==> config.mk <==
export PLATFORM = sky130hd
export DESIGN_NAME = pwr_halt_seq
export DESIGN_NICKNAME = d
export VERILOG_FILES = /design/src/rtl/pws_pkg.sv /design/src/rtl/pws_strap_latch.sv /design/src/rtl/pws_mem_reader.sv /design/src/rtl/pws_seq_core.sv /design/src/rtl/pwr_halt_seq.sv
export SDC_FILE = /design/constraint.sdc
export NUM_CORES = 1
export LEC_CHECK = 0
export BUFFER_PORTS_ARGS = -buffer_cell sky130_fd_sc_hd__buf_4
export CAP_MARGIN = 20
export CORE_MARGIN = 2
export CORE_UTILIZATION = 50
export CTS_CLUSTER_DIAMETER = 40
export DETAILED_ROUTE_END_ITERATION = 12
export GPL_TIMING_DRIVEN = 0
export PLACE_DENSITY = 0.76
export SETUP_SLACK_MARGIN = 0.15
export SLEW_MARGIN = 0
export SYNTH_ARGS = -nofsm -noshare
export SYNTH_HDL_FRONTEND = slang
export SYNTH_SLANG_ARGS = --single-unit
==> constraint.sdc <==
create_clock -name clk -period 3.4 [get_ports clk]
set_input_delay 1.02 -clock clk [delete_from_list [all_inputs] [get_ports clk]]
set_output_delay 1.02 -clock clk [all_outputs]
set_load 0.01 [all_outputs]
==> src/rtl/pws_pkg.sv <==
package pws_pkg;

    localparam int WORD_W = 16;

    localparam logic [WORD_W-1:0] PC_VEC_ADDR = 16'o24;
    localparam logic [WORD_W-1:0] PS_VEC_ADDR = 16'o26;
    localparam logic [WORD_W-1:0] STD_BOOT_PC = 16'o173000;
    localparam logic [WORD_W-1:0] BOOT_PS     = 16'o340;
    localparam logic [WORD_W-1:0] HALT_TRAP_VEC = 16'o4;

    typedef enum logic [2:0] {
        ST_SAMPLE,
        ST_DISPATCH,
        ST_FETCH_PC,
        ST_FETCH_PS,
        ST_RUN,
        ST_CONSOLE,
        ST_HALT_CHK,
        ST_PWR_WAIT
    } seq_state_e;

    typedef struct packed {
        logic [1:0] mode;
        logic [3:0] boot_hi;
        logic       halt_trap;
    } strap_cfg_t;

endpackage

==> src/rtl/pws_strap_latch.sv <==
module pws_strap_latch
    import pws_pkg::*;
#(
    parameter int BOOT_BITS = 4
) (
    input  logic                 clk,
    input  logic                 rst_n,
    input  logic                 capture,
    input  logic [1:0]           mode_fitted,
    input  logic [BOOT_BITS-1:0] boot_fitted,
    input  logic                 halt_fitted,
    output strap_cfg_t           cfg
);

    strap_cfg_t cfg_d, cfg_q;

    always_comb begin
        cfg_d = cfg_q;
        if (capture) begin
            cfg_d.mode      = ~mode_fitted;
            cfg_d.boot_hi   = boot_fitted;
            cfg_d.halt_trap = ~halt_fitted;
        end
    end

    always_ff @(posedge clk) begin
        if (!rst_n) cfg_q <= '0;
        else        cfg_q <= cfg_d;
    end

    assign cfg = cfg_q;


    strap_hold_chk: assert property (@(posedge clk) disable iff (!rst_n)
        !capture |=> $stable(cfg_q));

endmodule

==> src/rtl/pws_mem_reader.sv <==
module pws_mem_reader
    import pws_pkg::*;
#(
    parameter int TIMEOUT_CYCLES = 256
) (
    input  logic              clk,
    input  logic              rst_n,
    input  logic              start,
    input  logic [WORD_W-1:0] start_addr,
    output logic              mem_req,
    output logic [WORD_W-1:0] mem_addr,
    input  logic              mem_ack,
    input  logic [WORD_W-1:0] mem_rdata,
    output logic              rd_done,
    output logic              rd_tout,
    output logic [WORD_W-1:0] rd_data
);

    localparam int CNT_W = $clog2(TIMEOUT_CYCLES + 1);
    localparam logic [CNT_W-1:0] CNT_LAST = CNT_W'(TIMEOUT_CYCLES - 1);

    typedef struct packed {
        logic              req;
        logic [WORD_W-1:0] addr;
        logic [CNT_W-1:0]  cnt;
        logic              done;
        logic              tout;
        logic [WORD_W-1:0] data;
    } rd_regs_t;

    rd_regs_t r_d, r_q;

    always_comb begin
        r_d      = r_q;
        r_d.done = 1'b0;
        r_d.tout = 1'b0;
        if (!r_q.req) begin
            if (start) begin
                r_d.req  = 1'b1;
                r_d.addr = start_addr;
                r_d.cnt  = '0;
            end
        end else if (mem_ack) begin
            r_d.req  = 1'b0;
            r_d.done = 1'b1;
            r_d.data = mem_rdata;
        end else if (r_q.cnt == CNT_LAST) begin
            r_d.req  = 1'b0;
            r_d.tout = 1'b1;
        end else begin
            r_d.cnt = r_q.cnt + 1'b1;
        end
    end

    always_ff @(posedge clk) begin
        if (!rst_n) r_q <= '0;
        else        r_q <= r_d;
    end

    assign mem_req  = r_q.req;
    assign mem_addr = r_q.addr;
    assign rd_done  = r_q.done;
    assign rd_tout  = r_q.tout;
    assign rd_data  = r_q.data;


    done_after_ack_chk: assert property (@(posedge clk) disable iff (!rst_n)
        rd_done |-> $past(mem_req && mem_ack));


    addr_hold_chk: assert property (@(posedge clk) disable iff (!rst_n)
        (mem_req && $past(mem_req)) |-> $stable(mem_addr));


    tout_no_ack_chk: assert property (@(posedge clk) disable iff (!rst_n)
        rd_tout |-> ($past(mem_req) && !$past(mem_ack)));

endmodule

==> src/rtl/pws_seq_core.sv <==
module pws_seq_core
    import pws_pkg::*;
(
    input  logic              clk,
    input  logic              rst_n,
    input  strap_cfg_t        cfg,
    input  logic              halt_req,
    input  logic              pwr_ok,
    input  logic              rd_done,
    input  logic              rd_tout,
    input  logic [WORD_W-1:0] rd_data,
    output logic              capture,
    output logic              rd_start,
    output logic [WORD_W-1:0] rd_addr,
    output logic              busy,
    output logic              load_stb,
    output logic              dbg_enter,
    output logic              trap_req,
    output logic [WORD_W-1:0] pc_out,
    output logic [WORD_W-1:0] ps_out
);

    typedef struct packed {
        seq_state_e        state;
        logic [WORD_W-1:0] pc;
        logic [WORD_W-1:0] ps;
        logic              load;
        logic              dbg;
        logic              trap;
        logic              busy;
        logic              start;
        logic [WORD_W-1:0] start_addr;
    } seq_regs_t;

    seq_regs_t s_d, s_q;

    always_comb begin
        s_d       = s_q;
        s_d.load  = 1'b0;
        s_d.dbg   = 1'b0;
        s_d.trap  = 1'b0;
        s_d.start = 1'b0;
        unique case (s_q.state)
            ST_SAMPLE: begin
                s_d.state = ST_DISPATCH;
            end
            ST_DISPATCH: begin
                unique case (cfg.mode)
                    2'd0: begin
                        s_d.start      = 1'b1;
                        s_d.start_addr = PC_VEC_ADDR;
                        s_d.state      = ST_FETCH_PC;
                    end
                    2'd1: begin
                        s_d.ps    = '0;
                        s_d.dbg   = 1'b1;
                        s_d.busy  = 1'b0;
                        s_d.state = ST_CONSOLE;
                    end
                    2'd2: begin
                        s_d.pc    = STD_BOOT_PC;
                        s_d.ps    = BOOT_PS;
                        s_d.load  = 1'b1;
                        s_d.busy  = 1'b0;
                        s_d.state = ST_RUN;
                    end
                    default: begin
                        s_d.pc    = {cfg.boot_hi, {(WORD_W-4){1'b0}}};
                        s_d.ps    = BOOT_PS;
                        s_d.load  = 1'b1;
                        s_d.busy  = 1'b0;
                        s_d.state = ST_RUN;
                    end
                endcase
            end
            ST_FETCH_PC: begin
                if (rd_done) begin
                    s_d.pc         = rd_data;
                    s_d.start      = 1'b1;
                    s_d.start_addr = PS_VEC_ADDR;
                    s_d.state      = ST_FETCH_PS;
                end else if (rd_tout) begin
                    s_d.ps    = '0;
                    s_d.dbg   = 1'b1;
                    s_d.busy  = 1'b0;
                    s_d.state = ST_CONSOLE;
                end
            end
            ST_FETCH_PS: begin
                if (rd_done) begin
                    s_d.ps    = rd_data;
                    s_d.load  = 1'b1;
                    s_d.busy  = 1'b0;
                    s_d.state = ST_RUN;
                end else if (rd_tout) begin
                    s_d.ps    = '0;
                    s_d.dbg   = 1'b1;
                    s_d.busy  = 1'b0;
                    s_d.state = ST_CONSOLE;
                end
            end
            ST_RUN: begin
                if (halt_req) begin
                    s_d.busy  = 1'b1;
                    s_d.state = ST_HALT_CHK;
                end
            end
            ST_HALT_CHK: begin
                if (!pwr_ok) begin
                    s_d.state = ST_PWR_WAIT;
                end else if (cfg.halt_trap) begin
                    s_d.trap  = 1'b1;
                    s_d.busy  = 1'b0;
                    s_d.state = ST_RUN;
                end else begin
                    s_d.ps    = '0;
                    s_d.dbg   = 1'b1;
                    s_d.busy  = 1'b0;
                    s_d.state = ST_CONSOLE;
                end
            end
            ST_PWR_WAIT: begin
                if (pwr_ok) s_d.state = ST_DISPATCH;
            end
            default: begin
                s_d.state = ST_CONSOLE;
            end
        endcase
    end

    always_ff @(posedge clk) begin
        if (!rst_n) begin
            s_q       <= '0;
            s_q.state <= ST_SAMPLE;
            s_q.busy  <= 1'b1;
        end else begin
            s_q <= s_d;
        end
    end

    assign capture   = (s_q.state == ST_SAMPLE);
    assign rd_start  = s_q.start;
    assign rd_addr   = s_q.start_addr;
    assign busy      = s_q.busy;
    assign load_stb  = s_q.load;
    assign dbg_enter = s_q.dbg;
    assign trap_req  = s_q.trap;
    assign pc_out    = s_q.pc;
    assign ps_out    = s_q.ps;


    one_pulse_chk: assert property (@(posedge clk) disable iff (!rst_n)
        $onehot0({load_stb, dbg_enter, trap_req}));


    busy_fall_chk: assert property (@(posedge clk) disable iff (!rst_n)
        $fell(busy) |-> (load_stb || dbg_enter || trap_req));


    pulse_idle_chk: assert property (@(posedge clk) disable iff (!rst_n)
        (load_stb || dbg_enter || trap_req) |-> !busy);


    dbg_ps_clear_chk: assert property (@(posedge clk) disable iff (!rst_n)
        dbg_enter |-> (ps_out == '0));


    trap_pwr_chk: assert property (@(posedge clk) disable iff (!rst_n)
        trap_req |-> $past(pwr_ok));


    console_quiet_chk: assert property (@(posedge clk) disable iff (!rst_n)
        (s_q.state == ST_CONSOLE && $past(s_q.state == ST_CONSOLE))
            |-> (!load_stb && !trap_req && !rd_start));

endmodule

==> src/rtl/pwr_halt_seq.sv <==
module pwr_halt_seq
    import pws_pkg::*;
#(
    parameter int TIMEOUT_CYCLES = 256,
    parameter int BOOT_BITS      = 4
) (
    input  logic                 clk,
    input  logic                 rst_n,
    input  logic [1:0]           mode_strap_fitted,
    input  logic [BOOT_BITS-1:0] boot_strap_fitted,
    input  logic                 halt_strap_fitted,
    input  logic                 pwr_ok,
    input  logic                 halt_req,
    output logic                 mem_req,
    output logic [WORD_W-1:0]    mem_addr,
    input  logic                 mem_ack,
    input  logic [WORD_W-1:0]    mem_rdata,
    output logic                 busy,
    output logic                 load_stb,
    output logic [WORD_W-1:0]    pc_out,
    output logic [WORD_W-1:0]    ps_out,
    output logic                 dbg_enter,
    output logic                 trap_req,
    output logic [WORD_W-1:0]    trap_vec,
    output logic                 err_bit7_set
);

    strap_cfg_t        cfg;
    logic              capture;
    logic              rd_start;
    logic [WORD_W-1:0] rd_addr;
    logic              rd_done;
    logic              rd_tout;
    logic [WORD_W-1:0] rd_data;

    pws_strap_latch #(.BOOT_BITS(BOOT_BITS)) u_straps (
        .clk         (clk),
        .rst_n       (rst_n),
        .capture     (capture),
        .mode_fitted (mode_strap_fitted),
        .boot_fitted (boot_strap_fitted),
        .halt_fitted (halt_strap_fitted),
        .cfg         (cfg)
    );

    pws_mem_reader #(.TIMEOUT_CYCLES(TIMEOUT_CYCLES)) u_reader (
        .clk        (clk),
        .rst_n      (rst_n),
        .start      (rd_start),
        .start_addr (rd_addr),
        .mem_req    (mem_req),
        .mem_addr   (mem_addr),
        .mem_ack    (mem_ack),
        .mem_rdata  (mem_rdata),
        .rd_done    (rd_done),
        .rd_tout    (rd_tout),
        .rd_data    (rd_data)
    );

    pws_seq_core u_core (
        .clk       (clk),
        .rst_n     (rst_n),
        .cfg       (cfg),
        .halt_req  (halt_req),
        .pwr_ok    (pwr_ok),
        .rd_done   (rd_done),
        .rd_tout   (rd_tout),
        .rd_data   (rd_data),
        .capture   (capture),
        .rd_start  (rd_start),
        .rd_addr   (rd_addr),
        .busy      (busy),
        .load_stb  (load_stb),
        .dbg_enter (dbg_enter),
        .trap_req  (trap_req),
        .pc_out    (pc_out),
        .ps_out    (ps_out)
    );

    assign trap_vec     = HALT_TRAP_VEC;
    assign err_bit7_set = trap_req;

endmodule

Word level (Yosys, flattened, before mapping)
Index checks and enable logic that the tools add are counted.
- reductions and logical operators: 19
- bitwise gates (word level): 4
- $add $sub $neg: 1
- eq/ne operators: 20
- muxes and demuxes: 47
- operator list (operator ; number):
    16-bit 2-to-1 mux ; 6
    16-bit case mux with 2 select lines ; 3
    16-bit case mux with 4 select lines ; 1
    17-bit 2-to-1 mux ; 2
    17-bit case mux with 2 select lines ; 1
    9-bit 2-to-1 mux ; 3
    26-bit 2-to-1 mux ; 1
    2-bit != test, second input constant ; 11
    3-bit case mux with 7 select lines ; 1
    1-bit 2-to-1 mux ; 18
    3-bit 2-to-1 mux ; 6
    3-bit AND reduction ; 4
    5-bit AND reduction ; 2
    9-bit by 1-bit adder with 9-bit output, second input constant ; 1
    3-bit equality test, second input constant ; 3
    9-bit by 8-bit equality test with 1-bit output, second input constant ; 1
    2-bit AND reduction ; 4
    3-bit by 2-bit equality test with 1-bit output, second input constant ; 2
    3-bit case mux with 2 select lines ; 1
    1-bit case mux with 5 select lines ; 1
    5-bit nonzero test ; 1
    2-bit nonzero test ; 2
    4-bit nonzero test ; 1
    2-bit OR reduction ; 2
    other kinds (11) ; 13
- bits of input ports: 28
- word-level logic and storage cells: 109
- flip-flop bits (word level): 107
- output and inout bits: 70

Longest topological paths before layout
Gate-level depths: netlist (run 1).
- depth after elaboration: 4
- depth in mapped cells: 9
- depth with buffers taken out: 8

By module
Synthesis (run 1) repeated with hierarchy kept, for this count alone.
- cell total of the unflattened synthesis: 529
- area, all modules: 4631.9 sq um
- by module, submodules not included (module ; area each (sq um) ; sequential area each (sq um) ; times used ; cells each):
    pws_seq_core ; 2219.6 ; 840.8 ; 1 ; 250
    pws_mem_reader ; 2019.4 ; 880.8 ; 1 ; 238
    pws_strap_latch ; 257.7 ; 140.1 ; 1 ; 22
    pwr_halt_seq ; 135.1 ; 0.0 ; 1 ; 19

Least setup slack after synthesis (run 1)
OpenSTA, ideal clock, no wires.
- path kind: input to register
- start: input port mem_ack
- end: register u_reader.r_q[23] in the netlist's numbering
- arrival: 1.962 ns
- setup slack: 1.320 ns
- library setup time: 0.117 ns
- data required time: 3.283 ns
- buffers on the path: 1
- stages on the path: 5
- cells stage by stage: or3b_1 > clkbuf_1 > a211oi_1 > xnor2_1 > nor2_1
- longest elaborated chain between the ends: 2
- RTL lines (what ; RTL line ; RTL):
    start, declared ; pwr_halt_seq.sv:16 ; input logic mem_ack,
    2-bit != test (no source line) ; n/a ;
    3-bit AND reduction (no source line) ; n/a ;
    end signal, assigned ; pws_mem_reader.sv:57 ; else r_q <= r_d;
    end, declared ; pws_mem_reader.sv:31 ; rd_regs_t r_d, r_q;
No other way between the ends.
A chain may end at the register's enable or synchronous reset.

Worst setup path after layout (run 1)
- start: input port rst_n
- end: register u_core.s_q, in the netlist u_core.pc_out[11]
- RTL lines (what ; RTL line ; RTL):
    start, declared ; pwr_halt_seq.sv:8 ; input logic rst_n,
    end, declared ; pws_seq_core.sv:35 ; seq_regs_t s_d, s_q;
No word-level cell between the ends.

==> impl_results.md, run 1 <==
- H-tree levels: 3
- Hold Buf Count CTS: 0
- Routed Antenna Nets: 0
- CP Launch Type: input port
- Syn Area/Cell: 8.37 um2
- GRT overflow: 0
- Unrepaired setup endpoints after global routing: false
- Flop-to-flop setup slack: roughly 1300 ps
- Nets: 596
- CTS root buffer: clkbuf_8
- R2r startpoint: u_reader.r_q[18]$_SDFFE_PN0P_
- Clock Sinks: 79
- Routed WL: 9540 um
- Ordered cell list for the critical path: clkbuf_1, inv_1, clkbuf_1, buf_1, a21oi_1
- GR Util met3: under 10%
- Setup crit end kind: flop
- Max Root-Sink Buffers: 2
- Worst-Skew Late Latency: 360 ps
- Ys Warns: 0
- Post-synth ARST share: 0%
- Yosys reg bits: 79
- Power Dens Cells: roughly 630 nW/um2
- Diode count: 0
- Largest area contributor in the netlist: dfxtp_1
- Vias post-DR: 3531
- Vias in the first global route: 3186
- Worst hold start: u_core.pc_out[4]$_SDFFE_PN0P_
- First-pass iteration count of the detailed router: 5
- Slowest stage delay, CP: 510 ps
- Largest family of logic cells by synthesized area: simple AND/OR/NAND/NOR gates
- Routed vias/inst: between 5 and 6
- Initial antenna violation count: 0
- Setup-failing EPs final: 0
- Area growth, synth to finish: 24.7%
- Adder-Cell Fraction of Synth Area: 0.649%
- Critical Path Most Common Cell: clkbuf_1
- HP Class: reg -> reg
- Total Routing Usage GR: 22.7%
- Core footprint: 7610 um2
- Post-synth EDFFs: 0
- Synth area leaders: dfxtp_1 (41%), buf_4 (13%), nand2_1 (7.9%)
- Critical path class: in -> reg
- Tmin final: 2190 ps
- Critical Path Fanout Max: 10
- CTS clk-pin slew, worst paths: 80 ps
- Reg2Reg Depth: 9
- Seq/Total Area, Yosys: 41.0%
- Arrival @ worst endpoint: 2420 ps
- XOR/XNOR Fraction of Synth Area: 1.13%
- Setup TNS: 0 ps
- Reg2Reg Capture Point: u_reader.r_q[23]$_SDFFE_PN0P_
- DRC Markers: 0
- Slew of the pin with the lowest slew margin: 683 ps
- Setup Fix Bufs, Post-CTS: 0
- Full die area: 8440 um2
- DIE WIDTH: 91.9 um
- Slew headroom: a little over half
- Share of the synthesized area in the top cell type: 41.0%
- Setup WS pre-CTS: roughly 850 ps
- Routed len/inst: 14.2 um
- Total placed cells including tap cells: 657
- I/O pin count: between 90 and 100
- Cts bufs inserted: 9
- Non-filler instance count after layout: slightly below 700
- Input/output buffers: 67
- Leak pwr: 2.09 nW
- Post-synth top cells: nand2_1 (81), dfxtp_1 (79), buf_4 (68), a21oi_1 (39), nor2_1 (26)
- Share of layout cells above drive strength 1: between 20 and 30%
- # rows: 32
- CTS tree: built
- Initial Util: 50.7%
- Final Hold Viols: 0
- Area fraction in compound gates after synthesis: between 10% and 20%
- Worst endpoint required time: 3630 ps
- CP delay by family, top: buffers and inverters
- WP buf/inv: 4
- Most frequent cell after synthesis: nand2_1
- RePlAce Congestion: 0.846
- Max_cap viols: 0
- Tot Pwr: 3.03 mW
- Max Slew Vio Count: 0
- Critical path's slowest cell: buf_1
- Worst hold path depth: 2
- Pin count of the biggest net entering global routing: 14
- Status: complete, no violations
- Dpl hpwl: 6920 um
- WHS Endpoint: u_core.pc_out[4]$_SDFFE_PN0P_
- Drt first-iter violations: 224
- Max Clk Rate: 0.456 GHz
- Met1 Use GR: just under 30%
- First-pass GRT wire length: 15200 um
- Synth unique cells: 52
- Gr busiest metal: met2
- Skew final: 5.52 ps
- Chip height: 91.9 um
- GR Util met2: 36.9%
- Synth Area in Simple Gates: 22.5%
- Post_cts resized: 0
- Worst vdd ir: roughly 0.26 mV
- Tcrit/Tclk final: 64.5%
- Final worst slack: 1210 ps
- Mux contribution to synthesized area: 1.04%
- Synthesized area: 3860 um2
- Syn Inst Count: 461
- Commonest register cell after synthesis: dfxtp_1
[worst reg2reg max path, stage by stage, from the launching register on]
cell and delay [ps]:
dfxtp_1 360, ha_1 220, nand3_1 130, nor3_1 90, ha_1 210, or3b_1 350
clkbuf_1 180, a211oi_1 280, xnor2_1 150, nor2_1 50
[layout by cell type (no fill, tap or decap), types with 2 or more instances in the layout]
master	Yosys	routed
o21a_1	2	2
buf_1	4	4
or3_1	5	5
and2_1	3	3
nand2_1	81	81
clkbuf_1	14	15
mux2i_1	4	4
nor2_1	26	26
nand3_1	16	16
o211ai_1	4	4
a32o_1	3	3
nor2b_1	6	6
clkbuf_8	0	10
a311oi_1	2	2
nor3b_2	2	2
inv_1	3	3
xnor2_1	3	3
buf_2	7	7
a32oi_1	13	13
nand2b_1	6	6
bufinv_16	0	2
a211oi_1	6	6
clkinv_2	0	2
a21oi_1	39	39
o311ai_0	2	2
buf_4	68	135
ha_1	2	2
dfxtp_1	79	79
nor3_1	6	6
xor2_1	2	2
nand4_1	13	13
conb_1	2	29
a31oi_1	3	3
o21ai_0	8	8
nand3b_1	2	2
nor3b_1	2	2
a21o_1	5	5
[final cells by class]
class	count	area, um2
buffer	94	624
clock buffer	11	141
clock inverter	5	78.8
fill	697	2800
inverter	3	11.3
multi-input combinational	312	1740
sequential	79	1580
tap	102	128
timing repair buffer	67	503
[kinds of logic (layout without fill, tap and decap cells)]
family	count (synthesis)	count (layout)
xor+xnor	5	5
buf+inv	97	180
compound gates	95	95
other cells	2	29
flops	79	79
fa+ha+maj	2	2
mux	4	4
simple gates	177	177
[power by group]
group	switching, mW	internal (mW)	leakage, nW	total, mW
Sequential	0.102	1.03	0.640	1.14
Combinational	0.643	0.465	1.34	1.11
Clock	0.352	0.434	0.114	0.786
[per-stage QoR]
step | util (%) | hold slack (ps) | instance area [um2]
3_5_place_dp | 60.3 | 447 | 4590
2_1_floorplan | - | 432 | 3960
4_1_cts | 63.2 | 458 | 4810
5_1_grt | 63.2 | 478 | 4810
6_report | 63.2 | 457 | 4810
3_3_place_gp | 60.3 | 445 | 4590
[layer usage]
layer	part of all wire, %	vias to the layer above	wire length, um
met4	2.4	0	231
met2	48	157	4550
met1	43	1627	4060
li1	-	1726	-
met5	0	-	0
met3	7.2	21	688
[worst max path at each step]
stage	startpoint	to	slack, ps	depth (start not counted)
after detailed placement	rst_n	u_core.pc_out[11]$_SDFFE_PN0P_	850	5
after floorplan	mem_ack	u_reader.r_q[23]$_SDFFE_PN0P_	1320	5
after CTS	rst_n	u_core.pc_out[11]$_SDFFE_PN0P_	1250	5
after global placement	rst_n	u_reader.r_q[25]$_SDFFE_PN0P_	890	5
final	rst_n	u_core.pc_out[11]$_SDFFE_PN0P_	1210	5
after global routing	rst_n	u_reader.rd_data[15]$_SDFFE_PN0P_	1080	5
[state kept, by name, indices dropped and copies added, names as in the netlist]
register	cells
u_reader.mem_req	1
u_reader.rd_done	1
u_core.trap_req	1
u_reader.rd_tout	1
u_core.ps_out	16
u_core.load_stb	1
u_core.rd_addr	2
u_core.s_q	3
u_reader.mem_addr	2
u_reader.r_q	9
u_core.busy	1
u_core.rd_start	1
u_straps.cfg	7
u_core.dbg_enter	1
u_core.pc_out	16
u_reader.rd_data	16
Power figures use the tool's default switching activity.
==> run 2: changes to the inputs <==
Clock period 3.4 ns to 2.15 ns, I/O delays scaled along.
==> impl_results.md, run 2 (synthesis results as in run 1) <==
- Slew of the pin with the lowest slew margin: 673 ps (-9.43 ps)
- Routed WL: 9680 um (+1.5%)
- FILL cells: 683 (-2.0%)
- Routed vias/inst: 5.20 (-0.86%)
- Ordered cell list for the critical path: ha_4, nand3_4, nor3_2, ha_2, or3b_4, buf_6, a211oi_2, xnor2_1, nor2_1
- Commonest non-fill, non-tap cell in the layout: buf_4
- Hold Buf Count CTS: 0 (unchanged)
- GRT overflow: 0 (unchanged)
- Final instance area: 4890 um2 (+1.6%)
- Drt first-iter violations: 234 (+4.5%)
- Critical path's slowest cell: dfxtp_4
- First-pass iteration count of the detailed router: 5 (unchanged)
- Status: complete, no violations
- Setup TNS: 0 ps (unchanged)
- DRC Markers: 0 (unchanged)
- Arrival @ worst endpoint: 2200 ps (-220 ps)
- Most frequent cells in the layout: buf_4 (137), nand2_1 (81), dfxtp_1 (77)
- Unrepaired setup endpoints after global routing: true
- Routed Antenna Nets: 0 (unchanged)
- Final Hold Viols: 0 (unchanged)
- Input/output buffers: 67 (unchanged)
- Leak pwr: 2.11 nW (+0.60%)
- Final worst slack: 202 ps (-1010 ps)
- Max Root-Sink Buffers: 2 (unchanged)
- Initial antenna violation count: 0 (unchanged)
- Setup crit end kind: flop
- Flop-to-flop setup slack: 200 ps (-1060 ps)
- Max Slew Vio Count: 0 (unchanged)
- Clock Sinks: 79 (unchanged)
- # rows: 32 (unchanged)
- R2r startpoint: u_reader.r_q[18]$_SDFFE_PN0P_
- Chip height: 91.9 um (unchanged)
- Core footprint: 7610 um2 (unchanged)
- Power Dens Cells: 983 nW/um2 (+56%)
- Tmin final: roughly 1900 ps
- First-pass GRT wire length: 15300 um (+0.45%)
- Routed len/inst: 14.3 um (+1.2%)
- CTS clk-pin slew, worst paths: 80 ps (about the same)
- Dpl hpwl: 6920 um (unchanged)
- Slew headroom: 55.0% (+0.63 points)
- Worst vdd ir: 0.409 mV (+58%)
- I/O pin count: 98 (unchanged)
- H-tree levels: 3 (unchanged)
- Vias post-DR: 3511 (-0.57%)
- Worst hold start: u_core.pc_out[4]$_SDFFE_PN0P_
- CP startpoint: u_reader.r_q[18]$_SDFFE_PN0P_
- Critical path class: reg -> reg
- Initial Util: 50.7% (unchanged)
- Area growth, synth to finish: 26.7%
- Slowest stage delay, CP: 370 ps (-140 ps)
- Cts bufs inserted: 9 (unchanged)
- Top Metal Used: met4
- Critical Path Fanout Max: 7 (-3)
- Core Util, Final: 64.3% (+1.0 points)
- Total placed cells including tap cells: 657 (unchanged)
- Diode count: 0 (unchanged)
- Nets: 598 (+0.34%)
- Placed inst area: 4590 um2 (unchanged)
- Share of layout cells above drive strength 1: 31.1% (+2.0 points)
- Tot Pwr: 4.81 mW (+59%)
- Non-filler instance count after layout: 675 (+0.30%)
- Setup-failing EPs final: 0 (unchanged)
- Worst endpoint required time: 2400 ps (-1230 ps)
- Max_cap viols: 0 (unchanged)
- Max Clk Rate: 0.513 GHz
- HP Class: reg -> reg
- Post-Route M1 WL: 4140 um (+1.9%)
- WL met2: 4710 um (+3.5%)
- CTS tree: built
- Skew final: 5.49 ps (-0.0302 ps)
- RePlAce Congestion: 0.846 (unchanged)
- Worst-Skew Late Latency: 360 ps (about the same)
- Hold Worst Slack: 457 ps (+0.118 ps)
- CP Launch Type: flop
- DR WL met3: 652 um (-5.2%)
- Tcrit/Tclk final: about 91%
- Setup WS pre-CTS: -21.8 ps (-875 ps)
- Total Routing Usage GR: 22.8% (+0.10 points)
- CTS root buffer: clkbuf_8
- Full die area: 8440 um2 (unchanged)
- DIE WIDTH: 91.9 um (unchanged)
- Pin count of the biggest net entering global routing: 14 (unchanged)
- Vias in the first global route: 3188 (+0.063%)
[run 2: cell types whose count changed in the layout (fill, tap and decap cells not counted), sizes merged]
cell,change
buf,+3
clkbuf,-1
[run 2: final timing paths]
kind | end | depth (start not counted)
min | u_core.pc_out[4]$_SDFFE_PN0P_ | 2
max reg2reg | u_reader.r_q[23]$_SDFFE_PN0P_ | 9
min reg2reg | u_core.pc_out[4]$_SDFFE_PN0P_ | 2
max | u_reader.r_q[23]$_SDFFE_PN0P_ | 9
[run 2: worst max-delay path, delay by kind of cell (launching register included)]
family | cells | cell delay, ps
and+or+nand+nor | 4 | 580
buffers and inverters | 1 | 140
adders and majority gates | 2 | 380
AOI/OAI and AO/OA | 1 | 220
DFF | 1 | 370
xor gates and xnor gates | 1 | 140
[run 2: metal layers]
| layer | track usage (%) | vias up |
|---|---|---|
| met5 | 0 | - |
| met4 | 10.3 | 0 |
| met3 | 3.53 | 15 |
| met2 | 37.3 | 137 |
| met1 | 29.8 | 1636 |
| li1 | - | 1723 |
[run 2: where the power goes]
group          leakage [nW]  switching, mW  total, mW  internal (mW)
registers             0.641          0.161       1.80           1.64
clock network         0.114          0.556       1.24          0.686
logic                  1.35           1.02       1.77          0.747
[run 2: final cells by class]
| class | instances | area (um2) | area share [%] |
|---|---|---|---|
| plain buffers | 94 | 632 | 12.9 |
| clock buffers | 11 | 141 | 2.89 |
| clock inverters | 5 | 78.8 | 1.61 |
| inverters | 3 | 11.3 | 0.230 |
| multi-input cells | 312 | 1790 | 36.7 |
| flip-flops and latches | 79 | 1590 | 32.4 |
| well taps | 102 | 128 | 2.61 |
| repair buffers | 69 | 518 | 10.6 |
[run 2: repair_timing]
action                                  in CTS  in global routing
buffers inserted                             1                  1
resized for setup                            7                 10
pin swaps                                    1                  5
endpoints found under the setup margin       4                  4
